===== src/rtl/slow_io_pkg.sv =====
package slow_io_pkg;

  // Strobes from the select/arming control into the counting datapath.
  // Each is valid for one base clock and only on a processor tick.
  typedef struct packed {
    logic load;   // start a wait run
    logic dec;    // count one processor cycle of wait
    logic clear;  // drop any run, bus has released the I/O request
  } waitStrobe_t;

endpackage


===== src/rtl/slow_io_ctrl.sv =====
module slow_io_ctrl
  import slow_io_pkg::*;
#(
  parameter int                 ADDR_W    = 8,
  parameter logic [ADDR_W-1:0]  BASE_ADDR = 'h40,
  parameter logic [ADDR_W-1:0]  ADDR_MASK = 'hF0
) (
  input  logic              clk,
  input  logic              rstN,
  input  logic              iorqN,
  input  logic              m1N,
  input  logic [ADDR_W-1:0] addr,
  input  logic              tick,
  input  logic              cntNz,
  output waitStrobe_t       strobe,
  output logic              selN,
  output logic              waitN
);

  localparam logic [ADDR_W-1:0] MATCH = BASE_ADDR & ADDR_MASK;

  logic sel;
  logic armed;

  // Plain I/O cycle to the slow device: not an acknowledge, address hit.
  assign sel  = !iorqN && m1N && ((addr & ADDR_MASK) == MATCH);
  assign selN = !sel;

  always_comb begin
    strobe       = '0;
    strobe.clear = tick && iorqN;
    strobe.load  = tick && sel && armed;
    strobe.dec   = tick && !strobe.load && !strobe.clear && cntNz;
  end

  // One wait run per I/O request; rearmed once the request goes away.
  always_ff @(posedge clk) begin
    if (!rstN) begin
      armed <= 1'b1;
    end else if (tick) begin
      if (iorqN)            armed <= 1'b1;
      else if (strobe.load) armed <= 1'b0;
    end
  end

  // First T-state is covered by 'armed' before the counter is loaded.
  assign waitN = !(rstN && sel && (armed || cntNz));

endmodule


===== src/rtl/slow_io_dp.sv =====
module slow_io_dp
  import slow_io_pkg::*;
#(
  parameter int RATIO_W = 5
) (
  input  logic               clk,
  input  logic               rstN,
  input  logic [RATIO_W-1:0] halfRatio,
  input  waitStrobe_t        strobe,
  output logic               tick,
  output logic               cntNz,
  output logic               cpuClk,
  output logic               perClk
);

  localparam logic [RATIO_W-1:0] MIN_HALF = RATIO_W'(4);

  logic [RATIO_W-1:0] effHalf;
  logic [RATIO_W:0]   halfUp;
  logic [RATIO_W-1:0] waitLoad;
  logic [RATIO_W-1:0] hiLen;
  logic [RATIO_W-1:0] divCnt;
  logic [RATIO_W-1:0] divNext;
  logic [RATIO_W-1:0] waitCnt;
  logic               cpuClkQ;
  logic               perClkQ;

  // Ratio decode: clamp, wait count = ceil(N/2) processor cycles.
  assign effHalf  = (halfRatio < MIN_HALF) ? MIN_HALF : halfRatio;
  assign halfUp   = ({1'b0, effHalf} + 1'b1) >> 1;
  assign waitLoad = halfUp[RATIO_W-1:0] - 1'b1;
  assign hiLen    = effHalf >> 1;

  // Processor clock: base / 2; a tick is the edge where it rises.
  always_ff @(posedge clk) begin
    if (!rstN) cpuClkQ <= 1'b0;
    else       cpuClkQ <= !cpuClkQ;
  end
  assign tick   = !cpuClkQ;
  assign cpuClk = cpuClkQ;

  // Peripheral divider; '>=' keeps it bounded if the ratio shrinks live.
  assign divNext = (divCnt >= effHalf - 1'b1) ? '0 : divCnt + 1'b1;

  always_ff @(posedge clk) begin
    if (!rstN) begin
      divCnt  <= '0;
      perClkQ <= 1'b0;
    end else begin
      divCnt  <= divNext;
      perClkQ <= (divNext < hiLen);
    end
  end
  assign perClk = perClkQ;

  // Wait down-counter in processor cycles.
  always_ff @(posedge clk) begin
    if (!rstN)             waitCnt <= '0;
    else if (strobe.clear) waitCnt <= '0;
    else if (strobe.load)  waitCnt <= waitLoad;
    else if (strobe.dec)   waitCnt <= waitCnt - 1'b1;
  end
  assign cntNz = (waitCnt != '0);

endmodule


===== src/rtl/slow_io_wait.sv =====
module slow_io_wait
  import slow_io_pkg::*;
#(
  parameter int                 ADDR_W    = 8,
  parameter int                 RATIO_W   = 5,
  parameter logic [ADDR_W-1:0]  BASE_ADDR = 'h40,
  parameter logic [ADDR_W-1:0]  ADDR_MASK = 'hF0
) (
  input  logic               clk,
  input  logic               rstN,
  input  logic               iorqN,
  input  logic               m1N,
  input  logic [ADDR_W-1:0]  addr,
  input  logic [RATIO_W-1:0] halfRatio,
  output logic               cpuClk,
  output logic               perClk,
  output logic               perSelN,
  output logic               waitN
);

  waitStrobe_t strobe;
  logic        tick;
  logic        cntNz;

  slow_io_ctrl #(
    .ADDR_W   (ADDR_W),
    .BASE_ADDR(BASE_ADDR),
    .ADDR_MASK(ADDR_MASK)
  ) i_ctrl (
    .clk   (clk),
    .rstN  (rstN),
    .iorqN (iorqN),
    .m1N   (m1N),
    .addr  (addr),
    .tick  (tick),
    .cntNz (cntNz),
    .strobe(strobe),
    .selN  (perSelN),
    .waitN (waitN)
  );

  slow_io_dp #(
    .RATIO_W(RATIO_W)
  ) i_dp (
    .clk      (clk),
    .rstN     (rstN),
    .halfRatio(halfRatio),
    .strobe   (strobe),
    .tick     (tick),
    .cntNz    (cntNz),
    .cpuClk   (cpuClk),
    .perClk   (perClk)
  );

endmodule


===== config.mk =====
export PLATFORM = sky130hd
export DESIGN_NAME = slow_io_wait
export DESIGN_NICKNAME = d
export VERILOG_FILES = /design/src/rtl/slow_io_pkg.sv /design/src/rtl/slow_io_ctrl.sv /design/src/rtl/slow_io_dp.sv /design/src/rtl/slow_io_wait.sv
export SDC_FILE = /design/constraint.sdc
export NUM_CORES = 1
export LEC_CHECK = 0
export BUFFER_PORTS_ARGS = -buffer_cell sky130_fd_sc_hd__buf_2
export CORE_MARGIN = 8
export CORE_UTILIZATION = 34
export DETAILED_ROUTE_END_ITERATION = 8
export PLACE_DENSITY = 0.64
export SLEW_MARGIN = 10
export SYNTH_ARGS = -nofsm -noshare
export SYNTH_HDL_FRONTEND = slang
export SYNTH_SLANG_ARGS = --single-unit

===== constraint.sdc =====
create_clock -name clk -period 4.1 [get_ports clk]
set_input_delay 0.41 -clock clk [delete_from_list [all_inputs] [get_ports clk]]
set_output_delay 0.41 -clock clk [all_outputs]
set_load 0.02 [all_outputs]

==> metrics.csv <==
metric,value,unit
status,finished clean,
drt-wirelength-per-cell,13.4,microns
floorplan.initialDensity,0.350,
cts-htree-levels,1,
vias,975,
ys_async_sr_fraction,0,
cp_top_family,compound AO/OA/AOI/OAI gates,
crit_buf_inv,2,
fin_crit_sh,0.783,
cp.required,4.31,ns
utilization,0.396,
cp.arrival,3.42,ns
nFillCells,300,
ys_ff_latch,13,
synth.area.top_cells,"dfxtp_1, ha_1, nor2_1",
fin_crit,3.21,ns
clk_pin_slew,0.08,ns
ys_types,38,
synth_area,0.00104,sq mm
fp.dieW,71.4,microns
synth_seq_area_share,0.250,
slew_headroom,0.705,
max_stage_delay,0.38,ns
rows,20,
synth_edf_count,0,
syn_nets,155,
synth_cells,126,
drv_cap,0,
viasPerCell,5.51,
wirelength,2370,microns
chipHeight,71.4,microns
finalHoldViolCount,0,
grt_max_degree,10,
cp_num_cells,16,
drive_gt1_frac,0.167,
drv_slew,0,
grt.total_usage,0.0974,
synth_top_area_share,0.250,
ys_top_cells_by_count,"dfxtp_1, nor2_1, ha_1",
ys_warn_count,0,
grt_pass1_vias,984,
setup.worst_path.end_class,flip-flop,
finalWeightedCongestion,0.874,
crit_type,primary input to flip-flop,
dp_hpwl,1960,microns
grt_pass1_wl,4080,microns
worst_setup_path_start_kind,primary input,
clock_path_buffers,2,
dieArea,0.00509,sq mm
vdd_drop_max,0.0908,mV
core_area,0.00298,sq mm
synth_top_area_cell,dfxtp_1,
hold_depth,2,
ctsHoldBuffers,0,
clk-insertion-delay-late,0.27,ns
grt-ovfl-total,0,
ant_nets,0,
rsz0062_at_grt,false,
worst-r2r-cell-count,8,
p_leak,0.527,nW
drc,0,
antenna_found_initial,0,
cts_sinks,13,
crit_chain,"buf_2, or3_1, and2_1, inv_1, ha_1, xor2_1, ha_1, a21o_1, a31oi_1, o21ai_0, nor2_1, ha_1, a21o_1, a211oi_1, o21ai_0, a21oi_1",
ios,21,
area_delta_synth_final,13.2,%
ys.flop_type,dfxtp_1,
drtIter0Drc,29,
layout.nets,174,
crit_path_max_fanout,7,
setup_viol,0,
root_buffer,clkbuf_4,
pwr_density_cell,267,mW/mm^2
syn_avg_cell_area,8.27,sq um
cts_setup_buffers,0,
crit_top_cell,ha_1,
slowest_stage,or3_1,
cts_buffers,3,
fin_skew,0.000181,ns
hold_path.class,primary input to flip-flop,
io_buffers,16,
post_cts_resized,0,
firstDrtPassIters,4,
fin_setup_tns,0,ns
worst_pin_slew,0.439,ns
cts_tree,built,
finalPower,0.315,mW
max_freq,0.312,GHz
n_antenna_cell,0,
-- registers in the layout, summed over array words and instances (netlist names) --
signal and count:
i_dp.waitCnt 5, i_dp.divCnt 5, i_dp.cpuClk 1, i_ctrl.armed 1
i_dp.perClk 1
-- placed cells by master (no fill, tap or decap), types with 2 or more instances in the layout --
cell type and instances:
dfxtp_1 13, and3_1 3, o21ai_0 7, clkbuf_4 3
xnor2_1 5, nand2_1 8, nand3_1 6, nand2b_1 3
buf_2 16, a21o_1 3, nor2_1 13, and2_1 3
nor3_1 2, mux2i_1 3, ha_1 12, o211ai_1 3
inv_1 8, xor2_1 3, a21oi_1 4, a211oi_1 5
or3_1 2
-- routing by layer --
metal	track usage	wire length, microns	vias to the layer above
li1	-	-	501
met1	0.112	1120	453
met2	0.162	1160	17
met3	0.0181	56	4
met4	0.0600	36	0
met5	0	0	-
-- final timing paths --
path / slack (ns) / from / to
max reg2reg: 1.45 / i_dp.cpuClk / i_dp.waitCnt[2]
min reg2reg: 0.50 / i_ctrl.armed / i_ctrl.armed
min: 0.43 / rstN / i_dp.divCnt[1]
max: 0.89 / halfRatio[4] / i_dp.perClk
-- stage by stage --
step	worst slack, ns	instances	hold slack, ns	area [sq um]
floorplan	0.942	126	0.438	1040
global placement	0.713	173	0.476	1150
detailed placement	0.601	173	0.473	1150
CTS	0.875	177	0.422	1180
global route	0.687	177	0.444	1180
finish	0.891	177	0.431	1180
-- power by group --
group          internal [mW]  switching [mW]
Clock                 0.0377          0.0419
Combinational         0.0419          0.0518
Sequential             0.134         0.00783
Total                  0.214           0.102
-- kinds of logic (layout without fill, tap and decap cells) --
kind of cell	count (synthesis)	in the layout	synth area share
simple gates	49	49	0.263
compound gates	31	31	0.209
flops	13	13	0.250
fa+ha+maj	12	12	0.144
buf+inv	10	28	0.0384
xor+xnor	8	8	0.0672
mux	3	3	0.0288
-- cell type report --
class,count,area (sq um),area share
timing repair buffer,16,80.1,0.0679
sequential,13,260,0.221
clock buffer,4,26.3,0.0223
multi-input combinational,103,742,0.629
tap,33,41.3,0.0350
inverter,8,30.0,0.0255
Power figures use the tool's default switching activity.
